`src/rtl/stp_pkg.sv`:
```
package stp_pkg;
    localparam int XLEN     = 64;
    localparam int IW       = 32;
    localparam int RIDX     = 5;
    localparam int IMMW     = 7;
    localparam int SP_IDX   = 31;
    localparam int SP_ALIGN = 16;
    localparam int HALF     = XLEN / 2;

    typedef enum logic [1:0] {
        FORM_NONE = 2'b00,
        FORM_POST = 2'b01,
        FORM_OFFS = 2'b10,
        FORM_PRE  = 2'b11
    } form_e;

    typedef enum logic [2:0] {
        ST_IDLE,
        ST_WR1,
        ST_WR2,
        ST_WB,
        ST_DONE
    } seq_state_e;

    typedef struct packed {
        logic [1:0]      opc;
        logic [4:0]      spare;
        form_e           form;
        logic            is_load;
        logic [IMMW-1:0] imm;
        logic [RIDX-1:0] rt2;
        logic [RIDX-1:0] rn;
        logic [RIDX-1:0] rt;
    } ifields_t;

    typedef struct packed {
        logic            bad;
        logic            wide;
        logic            wback;
        logic            postidx;
        logic            use_sp;
        logic [RIDX-1:0] rt;
        logic [RIDX-1:0] rt2;
        logic [RIDX-1:0] rn;
        logic [XLEN-1:0] offset;
    } dec_t;

    typedef struct packed {
        logic            wide;
        logic            wback;
        logic            use_sp;
        logic [RIDX-1:0] rn;
        logic [XLEN-1:0] ea;
        logic [XLEN-1:0] ea2;
        logic [XLEN-1:0] wb_addr;
        logic [XLEN-1:0] d1;
        logic [XLEN-1:0] d2;
    } ctx_t;

    function automatic logic [XLEN-1:0] elem_data(input logic [XLEN-1:0] v, input logic wide);
        return wide ? v : {{(XLEN-HALF){1'b0}}, v[HALF-1:0]};
    endfunction
endpackage

```
`src/rtl/stp_decode.sv`:
```
module stp_decode
    import stp_pkg::*;
(
    input  logic [IW-1:0] instr,
    output dec_t          dec
);
    ifields_t f;
    logic [XLEN-1:0] sext;
    logic            bad_opc;
    logic            bad_form;

    always_comb begin
        f        = ifields_t'(instr);
        sext     = {{(XLEN-IMMW){f.imm[IMMW-1]}}, f.imm};
        bad_opc  = (f.opc == 2'b11) || (!f.is_load && f.opc[0]) || f.is_load;
        bad_form = (f.form == FORM_NONE);

        dec.bad     = bad_opc || bad_form;
        dec.wide    = f.opc[1];
        dec.wback   = (f.form == FORM_POST) || (f.form == FORM_PRE);
        dec.postidx = (f.form == FORM_POST);
        dec.use_sp  = (f.rn == RIDX'(SP_IDX));
        dec.rt      = f.rt;
        dec.rt2     = f.rt2;
        dec.rn      = f.rn;
        dec.offset  = f.opc[1] ? (sext << 3) : (sext << 2);
    end

    logic unused_spare;
    assign unused_spare = ^f.spare;
endmodule

```
`src/rtl/stp_agen.sv`:
```
module stp_agen
    import stp_pkg::*;
(
    input  logic [XLEN-1:0] base,
    input  logic [XLEN-1:0] offset,
    input  logic            postidx,
    input  logic            wide,
    output logic [XLEN-1:0] ea,
    output logic [XLEN-1:0] ea2,
    output logic [XLEN-1:0] wb_addr
);
    logic [XLEN-1:0] step;

    always_comb begin
        wb_addr = base + offset;
        ea      = postidx ? base : wb_addr;
        step    = wide ? XLEN'(8) : XLEN'(4);
        ea2     = ea + step;
    end
endmodule

```
`src/rtl/stp_ctrl.sv`:
```
module stp_ctrl
    import stp_pkg::*;
(
    input  logic       clk,
    input  logic       rst,
    input  logic       start,
    input  logic       stop_early,
    input  logic       wback,
    input  logic       mem_ready,
    output seq_state_e state,
    output logic       accept
);
    seq_state_e nxt;

    assign accept = (state == ST_IDLE) && start;

    always_comb begin
        nxt = state;
        unique case (state)
            ST_IDLE: if (start) nxt = stop_early ? ST_DONE : ST_WR1;
            ST_WR1:  if (mem_ready) nxt = ST_WR2;
            ST_WR2:  if (mem_ready) nxt = wback ? ST_WB : ST_DONE;
            ST_WB:   nxt = ST_DONE;
            ST_DONE: nxt = ST_IDLE;
            default: nxt = ST_IDLE;
        endcase
    end

    always_ff @(posedge clk) begin
        if (rst) state <= ST_IDLE;
        else     state <= nxt;
    end
endmodule

```
`src/rtl/stp_seq.sv`:
```
module stp_seq
    import stp_pkg::*;
(
    input  logic            clk,
    input  logic            rst,
    input  logic            start,
    input  logic [IW-1:0]   instr,
    output logic            busy,
    output logic [RIDX-1:0] rf_raddr_a,
    input  logic [XLEN-1:0] rf_rdata_a,
    output logic [RIDX-1:0] rf_raddr_b,
    input  logic [XLEN-1:0] rf_rdata_b,
    output logic [RIDX-1:0] rf_raddr_n,
    input  logic [XLEN-1:0] rf_rdata_n,
    input  logic [XLEN-1:0] sp_in,
    output logic            mem_valid,
    input  logic            mem_ready,
    output logic [XLEN-1:0] mem_addr,
    output logic [XLEN-1:0] mem_wdata,
    output logic            mem_size,
    output logic            rf_we,
    output logic [RIDX-1:0] rf_waddr,
    output logic [XLEN-1:0] rf_wdata,
    output logic            sp_we,
    output logic [XLEN-1:0] sp_wdata,
    output logic            done,
    output logic            illegal,
    output logic            align_fault
);
    localparam int ALB = $clog2(SP_ALIGN);

    dec_t            dec;
    seq_state_e      state;
    logic            accept;
    logic            misalign;
    logic [XLEN-1:0] base_live;
    logic [XLEN-1:0] ea, ea2, wba;
    ctx_t            ctx;
    logic            flag_bad, flag_mis;

    stp_decode u_dec (.instr(instr), .dec(dec));

    assign rf_raddr_a = dec.rt;
    assign rf_raddr_b = dec.rt2;
    assign rf_raddr_n = dec.rn;
    assign base_live  = dec.use_sp ? sp_in : rf_rdata_n;
    assign misalign   = dec.use_sp && (sp_in[ALB-1:0] != '0);

    stp_agen u_agen (
        .base    (base_live),
        .offset  (dec.offset),
        .postidx (dec.postidx),
        .wide    (dec.wide),
        .ea      (ea),
        .ea2     (ea2),
        .wb_addr (wba)
    );

    stp_ctrl u_ctrl (
        .clk        (clk),
        .rst        (rst),
        .start      (start),
        .stop_early (dec.bad || misalign),
        .wback      (ctx.wback),
        .mem_ready  (mem_ready),
        .state      (state),
        .accept     (accept)
    );

    // Everything is captured at acceptance, so register values are pre-writeback.
    always_ff @(posedge clk) begin
        if (rst) begin
            ctx      <= '0;
            flag_bad <= 1'b0;
            flag_mis <= 1'b0;
        end else if (accept) begin
            ctx.wide    <= dec.wide;
            ctx.wback   <= dec.wback;
            ctx.use_sp  <= dec.use_sp;
            ctx.rn      <= dec.rn;
            ctx.ea      <= ea;
            ctx.ea2     <= ea2;
            ctx.wb_addr <= wba;
            ctx.d1      <= elem_data(rf_rdata_a, dec.wide);
            ctx.d2      <= elem_data(rf_rdata_b, dec.wide);
            flag_bad    <= dec.bad;
            flag_mis    <= !dec.bad && misalign;
        end
    end

    always_comb begin
        busy        = (state != ST_IDLE);
        mem_valid   = (state == ST_WR1) || (state == ST_WR2);
        mem_addr    = (state == ST_WR2) ? ctx.ea2 : ctx.ea;
        mem_wdata   = (state == ST_WR2) ? ctx.d2 : ctx.d1;
        mem_size    = ctx.wide;
        rf_we       = (state == ST_WB) && !ctx.use_sp;
        sp_we       = (state == ST_WB) && ctx.use_sp;
        rf_waddr    = ctx.rn;
        rf_wdata    = ctx.wb_addr;
        sp_wdata    = ctx.wb_addr;
        done        = (state == ST_DONE);
        illegal     = done && flag_bad;
        align_fault = done && flag_mis;
    end
endmodule

```
`config.mk`:
```
export PLATFORM = sky130hd
export DESIGN_NAME = stp_seq
export DESIGN_NICKNAME = d
export VERILOG_FILES = /design/src/rtl/stp_pkg.sv /design/src/rtl/stp_decode.sv /design/src/rtl/stp_agen.sv /design/src/rtl/stp_ctrl.sv /design/src/rtl/stp_seq.sv
export SDC_FILE = /design/constraint.sdc
export NUM_CORES = 1
export LEC_CHECK = 0
export ABC_AREA = 1
export BUFFER_PORTS_ARGS = -buffer_cell sky130_fd_sc_hd__buf_2
export CAP_MARGIN = 20
export CORE_MARGIN = 8
export CORE_UTILIZATION = 25
export CTS_BUF_LIST = sky130_fd_sc_hd__clkbuf_16
export DETAILED_ROUTE_END_ITERATION = 16
export GPL_ROUTABILITY_DRIVEN = 0
export PLACE_DENSITY_LB_ADDON = 0.2
export SYNTH_ARGS = -nofsm -noshare
export SYNTH_HDL_FRONTEND = slang
export SYNTH_SLANG_ARGS = --single-unit
```
`constraint.sdc`:
```
create_clock -name clk -period 5.8 [get_ports clk]
set_clock_uncertainty 0.05 [all_clocks]
set_input_delay 0 -clock clk [delete_from_list [all_inputs] [get_ports clk]]
set_output_delay 0 -clock clk [all_outputs]
set_load 0.005 [all_outputs]
```
# [Word-level counts from Yosys, hierarchy flattened]
# Index checks and enable logic that the tools add are counted.
[totals] regBits=333 out_inout_bits=284 word_cells=61
[op_classes] add_sub_neg=2 n_eq_ne=11 muxes=14 n_reduce_logical=22
[op_table] cell="$mux W64" n=6
[op_table] cell="$add A64 B64 Y64" n=2
[op_table] cell="$mux W3" n=5
[op_table] cell="$pmux W3 S4" n=1
[op_table] cell="$mux W9" n=1
[op_table] cell="$logic_and A1 B1 Y1" n=8
[op_table] cell="$eq A3 B2 Y1 const B" n=2
[op_table] cell="$logic_or A1 B1 Y1" n=6
[op_table] cell="$ne A2 B2 Y1 const B" n=3
[op_table] cell="$eq A5 B5 Y1 const B" n=1
[op_table] cell="$eq A2 B2 Y1 const B" n=2
[op_table] cell="$mux W4" n=1
[op_table] cell="$reduce_bool A4 Y1" n=1
[op_table] cell="$eq A3 B1 Y1 const B" n=1
[op_table] cell="$eq A3 B3 Y1 const B" n=1
[op_table] cell="$logic_not A1 Y1" n=3
[op_table] cell="$logic_not A3 Y1" n=1
[op_table] cell="$reduce_and A3 Y1" n=1
[op_table] cell="$reduce_bool A3 Y1" n=1
[op_table] cell="$eq A2 B1 Y1 const B" n=1
[op_table] cell="$logic_not A2 Y1" n=1

# [Logic depth before layout (Yosys ltp)]
[depth] ltp_word=9 depth_mapped=35 ltp_nobuf=31

# [Hierarchy]
# From an unflattened synthesis, not the netlist that was laid out.
[unflattened] cells_unflattened=4186 area_unflattened_um2=26603.0
[by_module_without_submodules] module="stp_seq" instances=1 cells_per_inst=1976 area_each_um2=15901.5 seq_area_each_um2=6606.3
[by_module_without_submodules] module="stp_agen" instances=1 cells_per_inst=2075 area_each_um2=9815.7 seq_area_each_um2=0.0
[by_module_without_submodules] module="stp_decode" instances=1 cells_per_inst=103 area_each_um2=689.4 seq_area_each_um2=0.0
[by_module_without_submodules] module="stp_ctrl" instances=1 cells_per_inst=32 area_each_um2=196.4 seq_area_each_um2=60.1

# [Worst setup path after synthesis]
# Ideal clock, no wire load.
[synth_timing] path_type="in2reg" start="in instr[5]" end="reg ctx[255] (netlist name)" setup_ns=0.109 arrival_time_ns=4.046 slack_ns=1.595 path_stages=33 path_cell_list="nand2_4 -> nor2_8 -> nand2_4 -> buf_2 -> buf_2 -> buf_1 -> buf_2 -> nand2_1 -> nand2_1 -> ha_1 -> fa_1 -> nor2_1 -> a31oi_1 -> ha_1 -> nand2_1 -> a21oi_2 -> nand3_2 -> nor2_2 -> nand2_2 -> nor2_4 -> nand2_4 -> nor2_8 -> nand2_4 -> nor2_8 -> nand2_1 -> nor2_4 -> nand2_2 -> nor2_4 -> nand3_1 -> nand2_1 -> nand3_1 -> nand2_1 -> inv_1"
[synth_via] elab_chain_cells=5
[synth_rtl] element="start: declaration" line="stp_seq.sv:7" source="input logic [IW-1:0] instr,"
[synth_rtl] element="$eq A5 B5 Y1" line="stp_decode.sv:22" source="dec.use_sp = (f.rn == RIDX'(SP_IDX));"
[synth_rtl] element="$mux W64" line="stp_seq.sv:46" source="assign base_live = dec.use_sp ? sp_in : rf_rdata_n;"
[synth_rtl] element="$add A64 B64 Y64" line="stp_agen.sv:15" source="wb_addr = base + offset;"
[synth_rtl] element="named net u_agen.wb_addr[3]" line="stp_agen.sv:10" source="output logic [XLEN-1:0] wb_addr"
[synth_rtl] element="$mux W64" line="stp_agen.sv:16" source="ea = postidx ? base : wb_addr;"
[synth_rtl] element="named net ea[3]" line="stp_seq.sv:37" source="logic [XLEN-1:0] ea, ea2, wba;"
[synth_rtl] element="$add A64 B64 Y64" line="stp_agen.sv:18" source="ea2 = ea + step;"
[synth_rtl] element="end: declaration" line="stp_seq.sv:38" source="ctx_t ctx;"
# The timed path passes the listed nets, and every way through them passes these cells.
# A chain may end at the register's enable or synchronous reset.

# [Final worst setup path]
[layout_timing] start="in instr[5]" end="reg ctx[242] (netlist name)"
[layout_via] elab_chain_cells=5
[layout_rtl] element="$eq A5 B5 Y1 (*)" line="stp_decode.sv:22"
[layout_rtl] element="$mux W64 (*)" line="stp_seq.sv:46"
[layout_rtl] element="$add A64 B64 Y64" line="stp_agen.sv:15"
[layout_rtl] element="$mux W64 (*)" line="stp_agen.sv:16"
[layout_rtl] element="$add A64 B64 Y64 (*)" line="stp_agen.sv:18"
# Mark *: on every way between the ends. The rest lies on a longest branch, timed or not.

==> impl_results.md <==
- Post-detail-place hpwl: 81480 µm
- Critical Path AT: 5.50 ns
- Initial DRC Count: 2036
- Max Fanout on Critical Path: 18
- Top cells by count, synth: nand2_1 (1160), inv_1 (434), dfxtp_1 (329)
- Via-to-Cell Ratio: 4.670
- Vias: 26260
- Root buf cell: clkbuf_16
- Worst-skew pair later-pin latency: 0.59 ns
- Nets: 4686
- Top delay family on crit path: simple AND/OR/NAND/NOR gates
- Post-synthesis sequential area ratio: 0.2817
- Util after Layout: 0.3194
- Peak Freq: 0.1973 GHz
- Reg-to-reg slack, setup: 1.80 ns
- Post-synth cell types: 51
- Top cells by area, synth: dfxtp_1 (28%), nand2_1 (19%), inv_1 (7.0%), nand3_1 (6.7%), o21ai_0 (6.1%)
- Residual DRC count: 0
- Ys async rst share: 0
- Core area: 93050 µm²
- CTS tree: built
- Post-synthesis area per instance: 6.115 µm²
- Initial Utilization: 0.2513
- Placed Cells incl. Taps: 5331
- Final Worst Setup Slack: 0.7318 ns
- Min Tclk post-route: 5.068 ns
- CTS Sinks: 329
- Sw Ratio: 0.3692
- Critical path launch point: instr[5]
- Die area: 103600 µm²
- Max-slew violations: 0
- Worst IR Drop VDD: 0.1798 mV
- Synthesized cell area: 23380 µm²
- Layout cells sized above 1: 0.1783
- Slowest-stage cell, CP: dlygate4sd3_1
- Synth area leader: dfxtp_1
- Initial antenna violation count: 13
- Average wire per standard cell: 19.00 µm
- Largest net degree at the start of global routing: 186
- Die X: 321.8 µm
- Reg clk slew, reported paths: 0.06 ns
- Pwr/cell area: 266.0 nW/µm²
- CP dominant cell by count: nand2_1
- Leak: 15.08 nW
- Worst path required time: 6.23 ns
- Drt pass-1 iters: 6
- Hold Crit Class: input port to flop
- Remaining antenna violation count: 0
- CP Capture Point: ctx[242]
- Synth Flop Type: dfxtp_1
- Post-synth net total: 4180
- Reg2reg start: u_ctrl.state[2]
- Net Sw Power: 2.918 mW
- Final worst-path cycle share: 0.8738
- Flop pwr share: 0.333
- Max-Cap Viols: 0
- Placement Setup Slack: 0.8412 ns
- Status: finished, final reports clean
- Hold violation count in the final report: 0
- Total Wirelength: 106900 µm
- Worst path buffer plus inverter count: 4
- Total global routing overflow: 0
- Critical Path Max Stage Delay: 0.53 ns
- Area grow syn2layout: 27.09%
- Non-filler cells, final: 5623
- Setup CP Type: input port to flop
- Worst-margin pin slew: 1.057 ns
- EDFF count, synth: 0
- Setup TNS Final: 0 ns
- RSZ-0062 raised after global routing: no
- Cell depth of the worst flop-to-flop path: 10
- Buffers on Ports: 550
- Gate Count Post-Synth: 3824
- Worst setup EP type: flop
- GRT Resource Usage Total: 0.1961
- CP Launch Type: input port
- Clk network pwr share: 0.349
- Vias in the first global route: 25270
- Most common cell in the netlist: nand2_1
- Chip height: 321.8 µm
- Yosys Warn Count: 0
- Comb power frac: 0.318
- Internal power: 4.986 mW
- Slew margin rel.: 0.2952
- Endpoints failing setup: 0
- First-pass GRT wire length: 157900 µm
- # IOs: 576
- Critical Path, Cell by Cell: dlygate4sd3_1 > buf_2 > nand2_4 > nor2_4 > buf_4 > nand2_1 > nand2_1 > ha_1 > a21oi_1 > o21ai_0 > a21oi_1 > o21ai_0 > a21oi_1 > o21ai_2 > xor2_1 > nand2_1 > nand2_1 > nand3_1 > nor3_1 > nand2_1 > o21ai_1 > nand3_1 > nand2_1 > inv_1
- H-tree Lvls: 2
- Clock Path Buffers: 3
- Floorplan row count: 112
- CTS Buf Count: 44
- Post-synth top area share: 0.2817
- #FFs+latches synth: 329
- Stages on the worst setup path: 24
- Worst r2r dst: flag_mis
==> how the worst min path moves through the flow <==
stage              startpoint             to  slack (ns)  cells past startpoint
2_1_floorplan        instr[0]  rf_raddr_a[0]        0.03                      1
3_3_place_gp        instr[10]  rf_raddr_b[0]       -0.05                      0
3_5_place_dp        instr[10]  rf_raddr_b[0]       -0.05                      0
4_1_cts             instr[17]    rf_wdata[4]       0.003                      6
5_1_grt                   rst       ctx[251]        0.08                      4
6_report       rf_rdata_n[58]       ctx[250]        0.04                      9
==> per-stage QoR <==
| step | total power, mW | hold slack, ns | cell area (µm²) |
|---|---|---|---|
| floorplan | 4.252 | 0.03082 | 23380 |
| global placement | 5.070 | -0.04997 | 26180 |
| detailed placement | 5.081 | -0.04997 | 26190 |
| CTS | 8.037 | 0.002656 | 29700 |
| global route | 8.409 | 0.08192 | 29700 |
| finish | 7.904 | 0.03933 | 29720 |
==> logic make-up (layout without fill, tap and decap cells) <==
kind of cell    Yosys count  after routing  synth area share
xor+xnor                 13             13          0.005191
compound gates          690            690            0.1665
fa+ha+maj                64             64           0.03489
flops                   329            329            0.2817
mux                       1              1         0.0004281
buf+inv                 767           1307            0.1485
other cells               0              5                 0
simple gates           1960           1960            0.3628
==> power groups by stage <==
| stage | Clock, mW | Sequential [mW] | Combinational, mW |
|---|---|---|---|
| floorplan | 0 | 2.64 | 1.61 |
| global placement | 0 | 2.68 | 2.39 |
| detailed placement | 0 | 2.68 | 2.40 |
| CTS | 2.87 | 2.64 | 2.54 |
| global route | 2.94 | 2.66 | 2.81 |
| finish | 2.76 | 2.63 | 2.51 |
==> sequential cells by signal, indices dropped and copies added (netlist names) <==
signal / cells
flag_bad: 1
ctx: 256
u_ctrl.state: 3
rf_waddr: 5
rf_wdata: 62
flag_mis: 1
mem_size: 1
==> worst min-delay path, delay by kind of cell <==
kind | cells | cell delay, ns
buf+inv | 2 | 0.11
simple gates | 7 | 0.54
==> area by class of cell <==
| cell class | count | area (µm²) |
|---|---|---|
| Clock buffer | 44 | 1101 |
| Fill cell | 10580 | 63330 |
| Inverter | 446 | 1688 |
| Multi-Input combinational cell | 2728 | 13350 |
| Clock inverter | 36 | 346.6 |
| Sequential cell | 329 | 6586 |
| Antenna cell | 5 | 12.51 |
| Timing Repair Buffer | 781 | 5067 |
| Tap cell | 1254 | 1569 |
==> cells in the final DEF (no fill, tap or decap), types with 15 or more instances in the layout <==
master and n:
buf_4 19, nand3_2 17, buf_2 550, nand2_2 31, o211ai_1 84, dlygate4sd3_1 207
clkbuf_16 44, inv_1 435, o21ai_0 285, a21oi_1 228, ha_1 62, nor2_1 308
nand3_1 314, nor2_2 15, nand2_1 1159, nor2_4 15, o21bai_1 31, dfxtp_1 329
nand4_1 24, nor3_1 30
==> what timing repair did <==
item / CTS / global route
gates resized for setup: 0 / 0
hold endpoints to repair: 166 / 0
setup endpoints to repair: 0 / 0
setup buffers: 0 / 0
hold buffers: 207 / 0
==> per-layer routing <==
| metal | routed length [µm] | GRT usage | vias up |
|---|---|---|---|
| met5 | 51 | 0 | - |
| met4 | 3099 | 0.05701 | 10 |
| met3 | 7071 | 0.03447 | 120 |
| met2 | 48750 | 0.3254 | 869 |
| met1 | 47890 | 0.2591 | 12060 |
| li1 | - | - | 13210 |
Note: power is estimated with default switching activity, not from simulation.
